## config.mk

```make
export PLATFORM = sky130hd
export DESIGN_NAME = asram_cycle_ctrl
export DESIGN_NICKNAME = d
export VERILOG_FILES = /design/src/rtl/asram_ctl_pkg.sv /design/src/rtl/asram_phase_timer.sv /design/src/rtl/asram_datapath.sv /design/src/rtl/asram_cycle_ctrl.sv
export SDC_FILE = /design/constraint.sdc
export NUM_CORES = 1
export LEC_CHECK = 0
export ABC_AREA = 1
export ABC_CLOCK_PERIOD_IN_PS = 1500
export BUFFER_PORTS_ARGS = -buffer_cell sky130_fd_sc_hd__buf_2
export CORE_MARGIN = 2
export CORE_UTILIZATION = 45
export DETAILED_ROUTE_END_ITERATION = 8
export PLACE_DENSITY = 0.79
export SLEW_MARGIN = 10
export SYNTH_ARGS = -nofsm -noshare
export SYNTH_HDL_FRONTEND = slang
export SYNTH_SLANG_ARGS = --single-unit
```

## constraint.sdc

```tcl
create_clock -name clk -period 1.5 [get_ports clk]
set_input_delay 0.075 -clock clk [delete_from_list [all_inputs] [get_ports clk]]
set_output_delay 0.075 -clock clk [all_outputs]
set_load 0.02 [all_outputs]
```

## src/rtl/asram_ctl_pkg.sv

```systemverilog
package asram_ctl_pkg;

    typedef enum logic [2:0] {
        ST_IDLE,
        ST_SETUP,
        ST_WR_TURN,
        ST_WR_DRIVE,
        ST_WR_RECOV,
        ST_RD_ACCESS
    } ctl_state_e;

    // Whole clocks needed to cover a nanosecond minimum, never below one.
    function automatic int clocks_for(input int ns, input int period);
        int c;
        c = (ns + period - 1) / period;
        if (c < 1) c = 1;
        return c;
    endfunction

    function automatic int imax(input int a, input int b);
        return (a > b) ? a : b;
    endfunction

endpackage

```

## src/rtl/asram_phase_timer.sv

```systemverilog
module asram_phase_timer #(
    parameter int CNT_W = 4
) (
    input  logic             clk,
    input  logic             rst_n,
    input  logic             load,
    input  logic [CNT_W-1:0] load_val,
    output logic             expired
);

    logic [CNT_W-1:0] cnt_q;

    always_ff @(posedge clk) begin
        if (!rst_n) begin
            cnt_q <= '0;
        end else if (load) begin
            cnt_q <= load_val;
        end else if (cnt_q != '0) begin
            cnt_q <= cnt_q - 1'b1;
        end
    end

    assign expired = (cnt_q == '0);

    // The count parks at zero rather than wrapping (phase lengths R3, R7).
    assert_timer_parks_R7: assert property (@(posedge clk) disable iff (!rst_n)
        (!load && expired) |=> expired);

endmodule

```

## src/rtl/asram_datapath.sv

```systemverilog
module asram_datapath #(
    parameter int ADDR_W = 19,
    parameter int DATA_W = 8
) (
    input  logic              clk,
    input  logic              rst_n,
    input  logic              accept,
    input  logic              req_write,
    input  logic [ADDR_W-1:0] req_addr,
    input  logic [DATA_W-1:0] req_wdata,
    input  logic              capture,
    input  logic [DATA_W-1:0] mem_dq_in,
    output logic [ADDR_W-1:0] cur_addr,
    output logic [DATA_W-1:0] cur_wdata,
    output logic              cur_write,
    output logic [DATA_W-1:0] rsp_rdata,
    output logic              rsp_done
);

    // Request fields are latched only on acceptance.
    always_ff @(posedge clk) begin
        if (!rst_n) begin
            cur_addr  <= '0;
            cur_wdata <= '0;
            cur_write <= 1'b0;
        end else if (accept) begin
            cur_addr  <= req_addr;
            cur_wdata <= req_wdata;
            cur_write <= req_write;
        end
    end

    // Read data is registered on the last access clock; done follows it.
    always_ff @(posedge clk) begin
        if (!rst_n) begin
            rsp_rdata <= '0;
            rsp_done  <= 1'b0;
        end else begin
            rsp_done <= capture;
            if (capture) begin
                rsp_rdata <= mem_dq_in;
            end
        end
    end

endmodule

```

## src/rtl/asram_cycle_ctrl.sv

```systemverilog
module asram_cycle_ctrl
    import asram_ctl_pkg::*;
#(
    parameter int ADDR_W        = 19,
    parameter int DATA_W        = 8,
    parameter int CLK_PERIOD_NS = 4,
    parameter int T_RC_NS       = 55,
    parameter int T_AA_NS       = 55,
    parameter int T_OE_NS       = 25,
    parameter int T_WC_NS       = 55,
    parameter int T_WP_NS       = 35,
    parameter int T_CW_NS       = 40,
    parameter int T_AW_NS       = 40,
    parameter int T_DW_NS       = 25,
    parameter int T_REL_NS      = 20
) (
    input  logic              clk,
    input  logic              rst_n,
    input  logic              req_valid,
    output logic              req_ready,
    input  logic              req_write,
    input  logic [ADDR_W-1:0] req_addr,
    input  logic [DATA_W-1:0] req_wdata,
    output logic [DATA_W-1:0] rsp_rdata,
    output logic              rsp_done,
    output logic [ADDR_W-1:0] mem_addr,
    output logic [DATA_W-1:0] mem_dq_out,
    output logic              mem_dq_oe,
    input  logic [DATA_W-1:0] mem_dq_in,
    output logic              mem_cs_n,
    output logic              mem_we_n,
    output logic              mem_oe_n
);

    // Phase lengths in clocks
    localparam int N_TURN  = clocks_for(T_REL_NS, CLK_PERIOD_NS);
    localparam int N_RD    = clocks_for(imax(T_RC_NS, imax(T_AA_NS, T_OE_NS)), CLK_PERIOD_NS);
    localparam int WE_MIN  = imax(clocks_for(T_WP_NS, CLK_PERIOD_NS),
                                  imax(clocks_for(T_CW_NS, CLK_PERIOD_NS),
                                       clocks_for(T_AW_NS, CLK_PERIOD_NS)));
    localparam int N_WDRV  = imax(clocks_for(T_DW_NS, CLK_PERIOD_NS), WE_MIN - N_TURN);
    localparam int N_WREC  = imax(1, clocks_for(T_WC_NS, CLK_PERIOD_NS) - N_TURN - N_WDRV);
    localparam int CNT_MAX = imax(N_RD, imax(N_TURN, imax(N_WDRV, N_WREC)));
    localparam int CNT_W   = imax(1, $clog2(CNT_MAX + 1));

    localparam logic [CNT_W-1:0] LD_TURN = CNT_W'(N_TURN - 1);
    localparam logic [CNT_W-1:0] LD_WDRV = CNT_W'(N_WDRV - 1);
    localparam logic [CNT_W-1:0] LD_WREC = CNT_W'(N_WREC - 1);
    localparam logic [CNT_W-1:0] LD_RD   = CNT_W'(N_RD - 1);

    ctl_state_e       state_q, state_d;
    logic             tmr_load;
    logic [CNT_W-1:0] tmr_val;
    logic             tmr_expired;
    logic             accept;
    logic             capture;
    logic             cur_write;
    logic [DATA_W-1:0] cur_wdata;

    asram_phase_timer #(.CNT_W(CNT_W)) u_timer (
        .clk      (clk),
        .rst_n    (rst_n),
        .load     (tmr_load),
        .load_val (tmr_val),
        .expired  (tmr_expired)
    );

    asram_datapath #(.ADDR_W(ADDR_W), .DATA_W(DATA_W)) u_datapath (
        .clk       (clk),
        .rst_n     (rst_n),
        .accept    (accept),
        .req_write (req_write),
        .req_addr  (req_addr),
        .req_wdata (req_wdata),
        .capture   (capture),
        .mem_dq_in (mem_dq_in),
        .cur_addr  (mem_addr),
        .cur_wdata (cur_wdata),
        .cur_write (cur_write),
        .rsp_rdata (rsp_rdata),
        .rsp_done  (rsp_done)
    );

    assign accept     = (state_q == ST_IDLE) && req_valid;
    assign mem_dq_out = cur_wdata;

    // State register
    always_ff @(posedge clk) begin
        if (!rst_n) begin
            state_q <= ST_IDLE;
        end else begin
            state_q <= state_d;
        end
    end

    // Transitions and timer loads
    always_comb begin
        state_d  = state_q;
        tmr_load = 1'b0;
        tmr_val  = '0;
        capture  = 1'b0;
        unique case (state_q)
            ST_IDLE: begin
                if (req_valid) state_d = ST_SETUP;
            end
            ST_SETUP: begin
                tmr_load = 1'b1;
                if (cur_write) begin
                    state_d = ST_WR_TURN;
                    tmr_val = LD_TURN;
                end else begin
                    state_d = ST_RD_ACCESS;
                    tmr_val = LD_RD;
                end
            end
            ST_WR_TURN: begin
                if (tmr_expired) begin
                    state_d  = ST_WR_DRIVE;
                    tmr_load = 1'b1;
                    tmr_val  = LD_WDRV;
                end
            end
            ST_WR_DRIVE: begin
                if (tmr_expired) begin
                    state_d  = ST_WR_RECOV;
                    tmr_load = 1'b1;
                    tmr_val  = LD_WREC;
                end
            end
            ST_WR_RECOV: begin
                if (tmr_expired) state_d = ST_IDLE;
            end
            ST_RD_ACCESS: begin
                if (tmr_expired) begin
                    state_d = ST_IDLE;
                    capture = 1'b1;
                end
            end
            default: state_d = ST_IDLE;
        endcase
    end

    // Strobe decode
    always_comb begin
        req_ready = 1'b0;
        mem_cs_n  = 1'b1;
        mem_we_n  = 1'b1;
        mem_oe_n  = 1'b1;
        mem_dq_oe = 1'b0;
        unique case (state_q)
            ST_IDLE: begin
                req_ready = 1'b1;
            end
            ST_SETUP: begin
            end
            ST_WR_TURN: begin
                mem_cs_n = 1'b0;
                mem_we_n = 1'b0;
            end
            ST_WR_DRIVE: begin
                mem_cs_n  = 1'b0;
                mem_we_n  = 1'b0;
                mem_dq_oe = 1'b1;
            end
            ST_WR_RECOV: begin
                mem_cs_n  = 1'b0;
                mem_dq_oe = 1'b1;
            end
            ST_RD_ACCESS: begin
                mem_cs_n = 1'b0;
                mem_oe_n = 1'b0;
            end
            default: begin
            end
        endcase
    end

    // Assertions
    assert_oe_high_in_write_R3: assert property (@(posedge clk) disable iff (!rst_n)
        !mem_we_n |-> mem_oe_n);

    assert_no_drive_when_mem_may_R4: assert property (@(posedge clk) disable iff (!rst_n)
        mem_dq_oe |-> (mem_oe_n && !mem_cs_n));

    assert_write_ends_on_we_R6: assert property (@(posedge clk) disable iff (!rst_n)
        $rose(mem_we_n) |-> (!mem_cs_n && mem_dq_oe));

    assert_ready_only_idle_R2: assert property (@(posedge clk) disable iff (!rst_n)
        req_ready |-> (mem_cs_n && mem_we_n && mem_oe_n && !mem_dq_oe));

    assert_done_single_R8: assert property (@(posedge clk) disable iff (!rst_n)
        rsp_done |=> !rsp_done);

    assert_addr_stable_cs_low_R9: assert property (@(posedge clk) disable iff (!rst_n)
        (!mem_cs_n && !$past(mem_cs_n)) |-> (mem_addr == $past(mem_addr)));

endmodule

```

==> results.md, run 1 <==
- Top post-synthesis cells by area: dfxtp_1 46%, nand3_1 9.0%, nand2_1 8.9%
- Initial core utilization: 0.470
- VDD IR max: 782 uV
- Row Count: 23
- Yosys warning count: 0
- Final critical-path required period: 1400 ps
- Average wire per standard cell: 12.3 microns
- Largest net degree at the start of global routing: 32
- GP Congestion: 0.911
- Total core area: 4030 sq um
- Post-CTS Hold Fix Bufs: 0
- Clock Pin Slew Worst Setup and Hold Paths: 80 ps
- Layout net count: 373
- EDFF count, synth: 0
- Mean Syn Cell Area: 7.58 sq um
- Post-Route WL: 4.68 mm
- N_diodes: 0
- Clock share of power: 0.190
- DR pass1 iterations: 4
- Worst path arrival time: 1330 ps
- Fin util: 0.602
- Worst slew margin: 0.783
- Synthesis-to-layout area growth: 28.0%
- Leakage Power: 1.19 nW
- Die area: 4740 sq um
- Post-synth top area share: 0.465
- Synth Instances: 250
- Main synth FF type: dfxtp_1
- Top-count cell post-synth: nand2_1
- Residual DRC: 0
- Share of power burned in registers: 0.375
- Share of cells above drive strength 1: 0.326
- Clock buffer depth: 2
- Vias: 1914
- I/O Buffers: 79
- Global-route wire length before repair: 7.16 mm
- Largest area contributor in the netlist: dfxtp_1
- Finished Layout Cells: 381
- Worst-Margin Slew: 326 ps
- Final Cycle Share: 0.936
- RSZ-0062 raised after global routing: false
- CP Data Required Time: 1420 ps
- Skew final: 7.12 ps
- Critical path type: flip-flop to primary output
- CP startpoint kind: flip-flop
- Net switching power of the design: 1.63 mW
- Synth unique cells: 23
- Switching fraction of total power: 0.405
- Die Ht: 68.9 microns
- TritonCTS clock tree: built
- Number of global-route vias before repair: 1597
- Gr ovfl total: 0
- Final hold vios: 0
- GRT Total Usage: 0.202
- # IOs: 80
- Internal: 2.39 mW
- Post-Syn Area: 1890 sq um
- Clk sinks: 44
- TritonCTS Buffers: 5
- CP Max Fanout: 28
- Die width: 68.9 microns
- DR vias/cell: 5.02
- Slew Limit Fails: 0
- Net Count, Synth: 293
- Clock Latency Late Sink: 290 ps
- Worst Setup End Kind: primary output
- Synth top cells by count: 45 x nand2_1, 44 x dfxtp_1, 38 x nor2_1, 34 x nand3_1, 33 x a21oi_1
- ANT nets after route: 0
- Status: complete, no violations
- Hold Path Class: input pin to flip-flop
- Async S/R FF share, synth: 0
- MaxCap Viol Count: 0
- Seq/Total Area, Yosys: 0.465
- Initial drt markers: 139
- Placed Cells: 372
- Fmax: 713 MHz
- # H-tree levels: 2
- Fin Hold WS: 2.94 ps
- CTS Root Buffer Type: clkbuf_8
- PwrDens: 1660 nW/um^2
- Gate power share: 0.436
- Post-DP HPWL: 3.32 mm
- Setup violators final: 0
- Initial antenna violation count: 0
- Yosys reg bits: 44
- Setup TNS Final: 0 ps
-- power by group through the flow --
stage          Sequential, mW  Clock [mW]  Combinational, mW
4_1_cts                  1.50       0.780               1.67
2_1_floorplan            1.69           0               1.13
5_1_grt                  1.53       0.812               1.95
3_5_place_dp             1.52           0               1.64
3_3_place_gp             1.52           0               1.61
6_report                 1.51       0.761               1.75
-- metrics by stage --
step                instance area (sq um)  worst slack, ps  total power [mW]
floorplan                            1890              178              2.82
global placement                     2300              116              3.13
detailed placement                   2300              107              3.16
CTS                                  2400             6.68              3.95
global route                         2420             15.6              4.29
finish                               2420             96.6              4.02
-- cell families after synthesis --
family / synth area share
buffers and inverters: 0.0911
AOI/OAI and AO/OA: 0.122
adders and majority gates: 0.0264
DFF: 0.465
xor gates and xnor gates: 0.00462
and+or+nand+nor: 0.291
-- worst max-delay path: stages (launching register included) --
cell and delay, ps:
dfxtp_1 340, inv_2 130, nand2_2 90, nor2_4 130, buf_12 190, buf_4 160
-- cell usage in the layout, fill, tap and decap left out, types with 2 or more instances in the layout --
master	synthesis	final
nand2_2	2	4
dfxtp_1	44	44
nand3_2	2	2
clkbuf_8	0	6
ha_1	4	4
buf_12	1	2
inv_2	4	4
a21oi_1	33	33
nand3_1	34	34
nand2_1	45	43
buf_2	2	78
nand4_1	2	2
buf_4	0	6
clkinv_2	0	2
nor2_1	38	37
inv_1	12	12
nor2_4	1	2
o21ai_0	11	11
-- per-layer routing --
metal / track usage / wire length, microns
met1: 0.253 / 2030
met5: 0 / 0
met2: 0.334 / 2370
met4: 0.0784 / 76
met3: 0.0487 / 207
-- path summary, 6_finish.rpt --
path	start	endpoint	slack, ps	cells past startpoint
setup / recovery	state_q[1]$_SDFFE_PN0P_	req_ready	100	5
hold / removal	mem_dq_in[4]	u_datapath.rsp_rdata[4]$_SDFFE_PN0P_	3	3
setup reg to reg	state_q[1]$_SDFFE_PN0P_	u_datapath.cur_wdata[5]$_SDFFE_PN0P_	130	7
hold reg to reg	u_datapath.cur_wdata[6]$_SDFFE_PN0P_	u_datapath.cur_wdata[6]$_SDFFE_PN0P_	460	2
-- flip-flops by register name, indices dropped and copies added (netlist names) --
| register | cells |
|---|---|
| u_datapath.rsp_rdata | 8 |
| u_datapath.rsp_done | 1 |
| u_datapath.cur_wdata | 8 |
| state_q | 3 |
| u_datapath.cur_write | 1 |
| u_timer.cnt_q | 4 |
| u_datapath.cur_addr | 19 |
-- timing repair --
action                     in CTS  in global routing
pin swaps                       0                  1
resized for setup               2                  6
setup buffers                   0                  1
setup endpoints to repair       1                 13
cloned                          0                  0
-- cell type report --
class,count,area [sq um]
inverters,16,60.1
well taps,50,62.6
clock buffers,6,82.6
clock inverters,2,10.0
repair buffers,86,475
flip-flops and latches,44,881
fillers,403,1600
multi-input cells,177,853
Power figures use the tool's default switching activity.
==> inputs of run 2 (changes only) <==
MAX_ROUTING_LAYER = met4   (was unset)
SETUP_SLACK_MARGIN = 0.1   (was unset)
==> results.md, run 2 (synthesis results as in run 1) <==
- Most frequent cells in the layout: 78 x buf_2, 44 x nand2_1, 42 x dfxtp_1
- Gr ovfl total: 0 (unchanged)
- Share of cells above drive strength 1: 0.351 (+0.0249)
- Top flop regs: u_datapath.cur_addr (19), u_datapath.cur_wdata (8), u_datapath.rsp_rdata (8)
- Initial drt markers: 163 (+17%)
- N_diodes: 0 (unchanged)
- # IOs: 80 (unchanged)
- Synthesis-to-layout area growth: 33.6%
- Final critical-path required period: 1310 ps (-89.7 ps)
- ANT nets after route: 0 (unchanged)
- Fmax: 761 MHz (+6.8%)
- # H-tree levels: 2 (unchanged)
- MaxCap Viol Count: 0 (unchanged)
- Max reg flops: 19 (unchanged)
- GP Congestion: 0.927 (+1.7%)
- I/O Buffers: 79 (unchanged)
- Worst Setup End Kind: flip-flop
- Die width: 68.9 microns (unchanged)
- Initial core utilization: 0.470 (unchanged)
- Total core area: 4030 sq um (unchanged)
- CP Data Required Time: 1730 ps (+310 ps)
- Average wire per standard cell: 12.7 microns (+3.1%)
- Layout net count: 378 (+1.3%)
- Clock Pin Slew Worst Setup and Hold Paths: 80 ps (about the same)
- CTS Root Buffer Type: clkbuf_8
- RSZ-0062 raised after global routing: true
- Clock buffer depth: 2 (unchanged)
- Largest net degree at the start of global routing: 32 (unchanged)
- Commonest non-fill, non-tap cell in the layout: buf_2
- Global-route wire length before repair: 7.59 mm (+6.0%)
- Finished Layout Cells: 386 (+1.3%)
- Post-Route WL: 4.89 mm (+4.4%)
- Clock Latency Late Sink: 290 ps (about the same)
- Vias: 1939 (+1.3%)
- Worst-Margin Slew: 331 ps (+5.26 ps)
- Final Power: 4.31 mW (+7.4%)
- Status: complete, no violations
- Worst slew margin: 0.779 (-0.00351)
- DR vias/cell: 5.02 (about the same)
- PwrDens: 1700 nW/um^2 (+2.8%)
- Filler cell count: 378 (-6.2%)
- DR pass1 iterations: 4 (unchanged)
- Leakage Power: 1.24 nW (+4.4%)
- Register with the most flip-flops: u_datapath.cur_addr
- GRT Total Usage: 0.221 (+0.0190)
- Final Cycle Share: 0.876 (-0.0598)
- CP Max Fanout: 14 (-50%)
- Row Count: 23 (unchanged)
- Worst path arrival time: 1540 ps (+210 ps)
- TritonCTS Buffers: 5 (unchanged)
- Placed Cells: 372 (unchanged)
- Hold Path Class: input pin to flip-flop
- Post-DP HPWL: 3.32 mm (unchanged)
- Critical path type: flip-flop to flip-flop
- Die Ht: 68.9 microns (unchanged)
- VDD IR max: 758 uV (-3.1%)
- Clk sinks: 44 (unchanged)
- Number of global-route vias before repair: 1677 (+5.0%)
- TritonCTS clock tree: built
- Post-CTS Hold Fix Bufs: 0 (unchanged)
- Setup TNS Final: 0 ps (unchanged)
- Residual DRC: 0 (unchanged)
- Slew Limit Fails: 0 (unchanged)
- Die area: 4740 sq um (unchanged)
- CP startpoint kind: flip-flop
- Setup violators final: 0 (unchanged)
- Initial antenna violation count: 0 (unchanged)
- Skew final: 8.44 ps (+1.32 ps)
- Final hold vios: 0 (unchanged)
-- run 2: changes by cell type in the layout (fill, tap and decap cells not counted), sizes merged --
cell    change
bufbuf      +1
buf         +4
-- run 2: final timing paths --
path	cells after the start	start	slack (ps)	to
worst max register to register	7	state_q[1]$_SDFFE_PN0P_	190	u_datapath.cur_wdata[4]$_SDFFE_PN0P_
worst max-delay path	7	state_q[1]$_SDFFE_PN0P_	190	u_datapath.cur_wdata[4]$_SDFFE_PN0P_
worst min register to register	2	u_datapath.cur_wdata[6]$_SDFFE_PN0P_	460	u_datapath.cur_wdata[6]$_SDFFE_PN0P_
worst min-delay path	3	mem_dq_in[4]	2	u_datapath.rsp_rdata[4]$_SDFFE_PN0P_
-- run 2: metal layers --
layer	share of wire	GRT usage	vias up
li1	-	-	983
met1	0.42	0.270	890
met2	0.51	0.363	58
met3	0.057	0.0438	8
met4	0.018	0.0784	0
met5	0	-	-
-- run 2: worst max-delay path: stages (launching register included) --
cell and delay (ps):
dfxtp_2 350, inv_4 80, nand2_2 70, nor2_4 140, buf_12 130, bufbuf_16 270
nand3_1 70, a21oi_1 140
-- run 2: where the power goes --
group | switching (mW) | internal, mW | leakage [nW]
clock network | 0.395 | 0.368 | 0.0510
logic | 1.17 | 0.869 | 0.830
registers | 0.125 | 1.38 | 0.361
-- run 2: final cells by class --
| cell class | count | area, sq um | share of cell area |
|---|---|---|---|
| inverters | 16 | 62.6 | 0.0247 |
| multi-input cells | 177 | 880 | 0.348 |
| clock buffers | 6 | 82.6 | 0.0326 |
| clock inverters | 2 | 10.0 | 0.00395 |
| flip-flops and latches | 44 | 883 | 0.349 |
| repair buffers | 91 | 551 | 0.217 |
| well taps | 50 | 62.6 | 0.0247 |
-- run 2: through the flow --
| step | setup slack (ps) | util | area (sq um) | hold slack (ps) |
|---|---|---|---|---|
| floorplan | 178 | - | 1890 | 210 |
| CTS | 97.0 | 0.616 | 2480 | 0.541 |
| global placement | 116 | 0.570 | 2300 | 300 |
| global route | 87.2 | 0.628 | 2530 | 12.3 |
| finish | 186 | 0.628 | 2530 | 2.28 |
| detailed placement | 107 | 0.570 | 2300 | 304 |
-- run 2: what timing repair did --
item / 4_1_cts / 5_1_grt
pin swaps: 1 / 4
resized for setup: 7 / 9
endpoints found under the setup margin: 3 / 34
buffers inserted: 3 / 2
cloned: 1 / 0
==> inputs of run 3 (changes only) <==
ABC_CLOCK_PERIOD_IN_PS = 1700   (was 1500)
CTS_CLUSTER_DIAMETER = 120   (was unset)
clock period = 1.7 ns   (was 1.5 ns; I/O delays follow)
==> results.md, run 3 (synthesis results as in run 1) <==
- VDD IR max: 770 uV (+1.6%)
- Initial drt markers: 126 (-23%)
- Leakage Power: 1.16 nW (-6.5%)
- Status: complete, no violations
- Share of cells above drive strength 1: 0.306 (-0.0454)
- Min-Delay Startpoint: mem_dq_in[4]
- Final critical-path required period: 1500 ps (+186 ps)
- Net switching power of the design: 1.36 mW (-20%)
- Final Cycle Share: 0.882 (+0.00653)
- Hold path depth: 3 (unchanged)
- Clock Pin Slew Worst Setup and Hold Paths: 80 ps (about the same)
- Commonest non-fill, non-tap cell in the layout: buf_2
- Number of global-route vias before repair: 1638 (-2.3%)
- I/O Buffers: 79 (unchanged)
- Switching fraction of total power: 0.391 (-0.00148)
- Clock Latency Late Sink: 290 ps (about the same)
- Critical path type: flip-flop to flip-flop
- Slew Limit Fails: 0 (unchanged)
- Global-route wire length before repair: 6.97 mm (-8.2%)
- Total core area: 4030 sq um (unchanged)
- MaxCap Viol Count: 0 (unchanged)
- Post-CTS setup buffer count: 0 (-3)
- DR vias/cell: 4.97 (-0.99%)
- Reg2reg setup slack: 200 ps (about the same)
- Hold worst-path end: u_datapath.rsp_rdata[4]$_SDFFE_PN0P_
- Setup TNS Final: 0 ps (unchanged)
- Skew final: 8.89 ps (+0.448 ps)
- Die width: 68.9 microns (unchanged)
- Die area: 4740 sq um (unchanged)
- Row Count: 23 (unchanged)
- Worst Setup End Kind: flip-flop
- Die Ht: 68.9 microns (unchanged)
- Average wire per standard cell: 11.8 microns (-6.7%)
- GRT Total Usage: 0.202 (-0.0189)
- Share of power burned in registers: 0.382 (+0.032)
- ANT nets after route: 0 (unchanged)
- TritonCTS Buffers: 5 (unchanged)
- Clock share of power: 0.220 (+0.043)
- R2r endpoint: state_q[1]$_SDFFE_PN0P_
- RR Startpoint: state_q[2]$_SDFFE_PN0P_
- Gate power share: 0.398 (-0.075)
- Hold Path Class: input pin to flip-flop
- Worst slew margin: 0.672 (-0.107)
- Post-CTS Hold Fix Bufs: 0 (unchanged)
- Fmax: 667 MHz (-12%)
- # H-tree levels: 2 (unchanged)
- Final hold vios: 0 (unchanged)
- TritonCTS clock tree: built
- CP startpoint kind: flip-flop
- Initial antenna violation count: 0 (unchanged)
- PwrDens: 1470 nW/um^2 (-14%)
- CP most frequent cell: nor2_1
- Synthesis-to-layout area growth: 25.3%
- GP Congestion: 0.955 (+3.0%)
- Residual DRC: 0 (unchanged)
- Slowest stage delay, CP: 450 ps (+100 ps)
- CP Cell Sequence: inv_2 > ha_1 > or2_2 > nand3_1 > nor2_1 > nor2_1 > nor2_1
- Register with the most flip-flops: u_datapath.cur_addr
- Post-Route WL: 4.45 mm (-8.9%)
- Clk sinks: 44 (unchanged)
- Vias: 1875 (-3.3%)
- Max reg flops: 19 (unchanged)
- Setup violators final: 0 (unchanged)
- CP Max Fanout: 7 (-7)
- Worst path arrival time: 1670 ps (+130 ps)
- Placed Cells: 369 (-0.81%)
- Finished Layout Cells: 377 (-2.3%)
- Most frequent cells in the layout: 79 x buf_2, 45 x nand2_1, 44 x dfxtp_1
- Gr ovfl total: 0 (unchanged)
- Largest net degree at the start of global routing: 31 (-3.1%)
- Design area: 2370 sq um (-6.2%)
- CTS Root Buffer Type: clkbuf_8
- Layout net count: 369 (-2.4%)
- RSZ-0062 raised after global routing: true
- Final Power: 3.48 mW (-19%)
- Slowest-stage cell, CP: dfxtp_1
- DR pass1 iterations: 4 (unchanged)
- Worst-Margin Slew: 490 ps (+159 ps)
- Internal: 2.12 mW (-19%)
- Post-DP HPWL: 3.24 mm (-2.3%)
- Clock buffer depth: 2 (unchanged)
- Top flop regs: u_datapath.cur_addr (19), u_datapath.cur_wdata (8), u_datapath.rsp_rdata (8)
- Resize count post-CTS: 0 (-7)
- # IOs: 80 (unchanged)
- Cell Area, Placed: 2260 sq um (-1.5%)
- Filler cell count: 391 (+3.4%)
- Worst R2R Path Depth: 7 (unchanged)
- N_diodes: 0 (unchanged)
- CP Data Required Time: 1870 ps (+140 ps)
- Initial core utilization: 0.470 (unchanged)
[run 3: cell count changes in the layout (fill, tap and decap cells not counted), moves of 2 or more]
cell and change:
ha_1 +2, buf_12 -3, buf_4 -7, dfxtp_2 -2
dfxtp_1 +2
[run 3: worst max path at each step]
stage / depth (start not counted) / slack [ps] / from / end
after CTS: 5 / 130 / state_q[1]$_SDFFE_PN0P_ / req_ready
after floorplan: 7 / 380 / state_q[2]$_SDFFE_PN0P_ / state_q[0]$_SDFFE_PN0P_
after global placement: 7 / 260 / state_q[2]$_SDFFE_PN0P_ / state_q[2]$_SDFFE_PN0P_
final: 7 / 200 / state_q[2]$_SDFFE_PN0P_ / state_q[1]$_SDFFE_PN0P_
after detailed placement: 7 / 220 / state_q[2]$_SDFFE_PN0P_ / state_q[1]$_SDFFE_PN0P_
after global routing: 5 / 90 / state_q[1]$_SDFFE_PN0P_ / req_ready
[run 3: power by group through the flow]
| stage | sequential (mW) | combinational (mW) | clock [mW] |
|---|---|---|---|
| finish | 1.33 | 1.38 | 0.767 |
| detailed placement | 1.35 | 1.38 | 0 |
| global route | 1.35 | 1.56 | 0.842 |
| CTS | 1.33 | 1.39 | 0.795 |
| floorplan | 1.49 | 0.996 | 0 |
| global placement | 1.35 | 1.36 | 0 |
[run 3: area by class of cell]
type	count	area (sq um)	area share
repair buffers	82	422	0.178
clock buffers	6	72.6	0.0306
inverters	16	60.1	0.0253
flip-flops and latches	44	881	0.371
clock inverters	2	35.0	0.0148
well taps	50	62.6	0.0264
multi-input cells	177	841	0.354
[run 3: stage by stage]
step           setup WS, ps   util  hold slack (ps)
6_report                200  0.589             23.7
5_1_grt                93.8  0.589             16.9
4_1_cts                 125  0.588             14.0
3_5_place_dp            217  0.561              320
3_3_place_gp            262  0.561              305
2_1_floorplan           378      -              220
[run 3: critical path: cells and delay by family (launching register included)]
family / cells / cell delay, ps
fa+ha+maj: 1 / 220
buf+inv: 1 / 110
flops: 1 / 450
simple gates: 5 / 610
[run 3: layer usage]
layer / wire length [microns] / global-route usage / vias up
li1: - / - / 966
met1: 1910 / 0.241 / 847
met2: 2270 / 0.323 / 57
met3: 230 / 0.0519 / 5
met4: 40 / 0.0858 / 0
met5: 0 / - / -
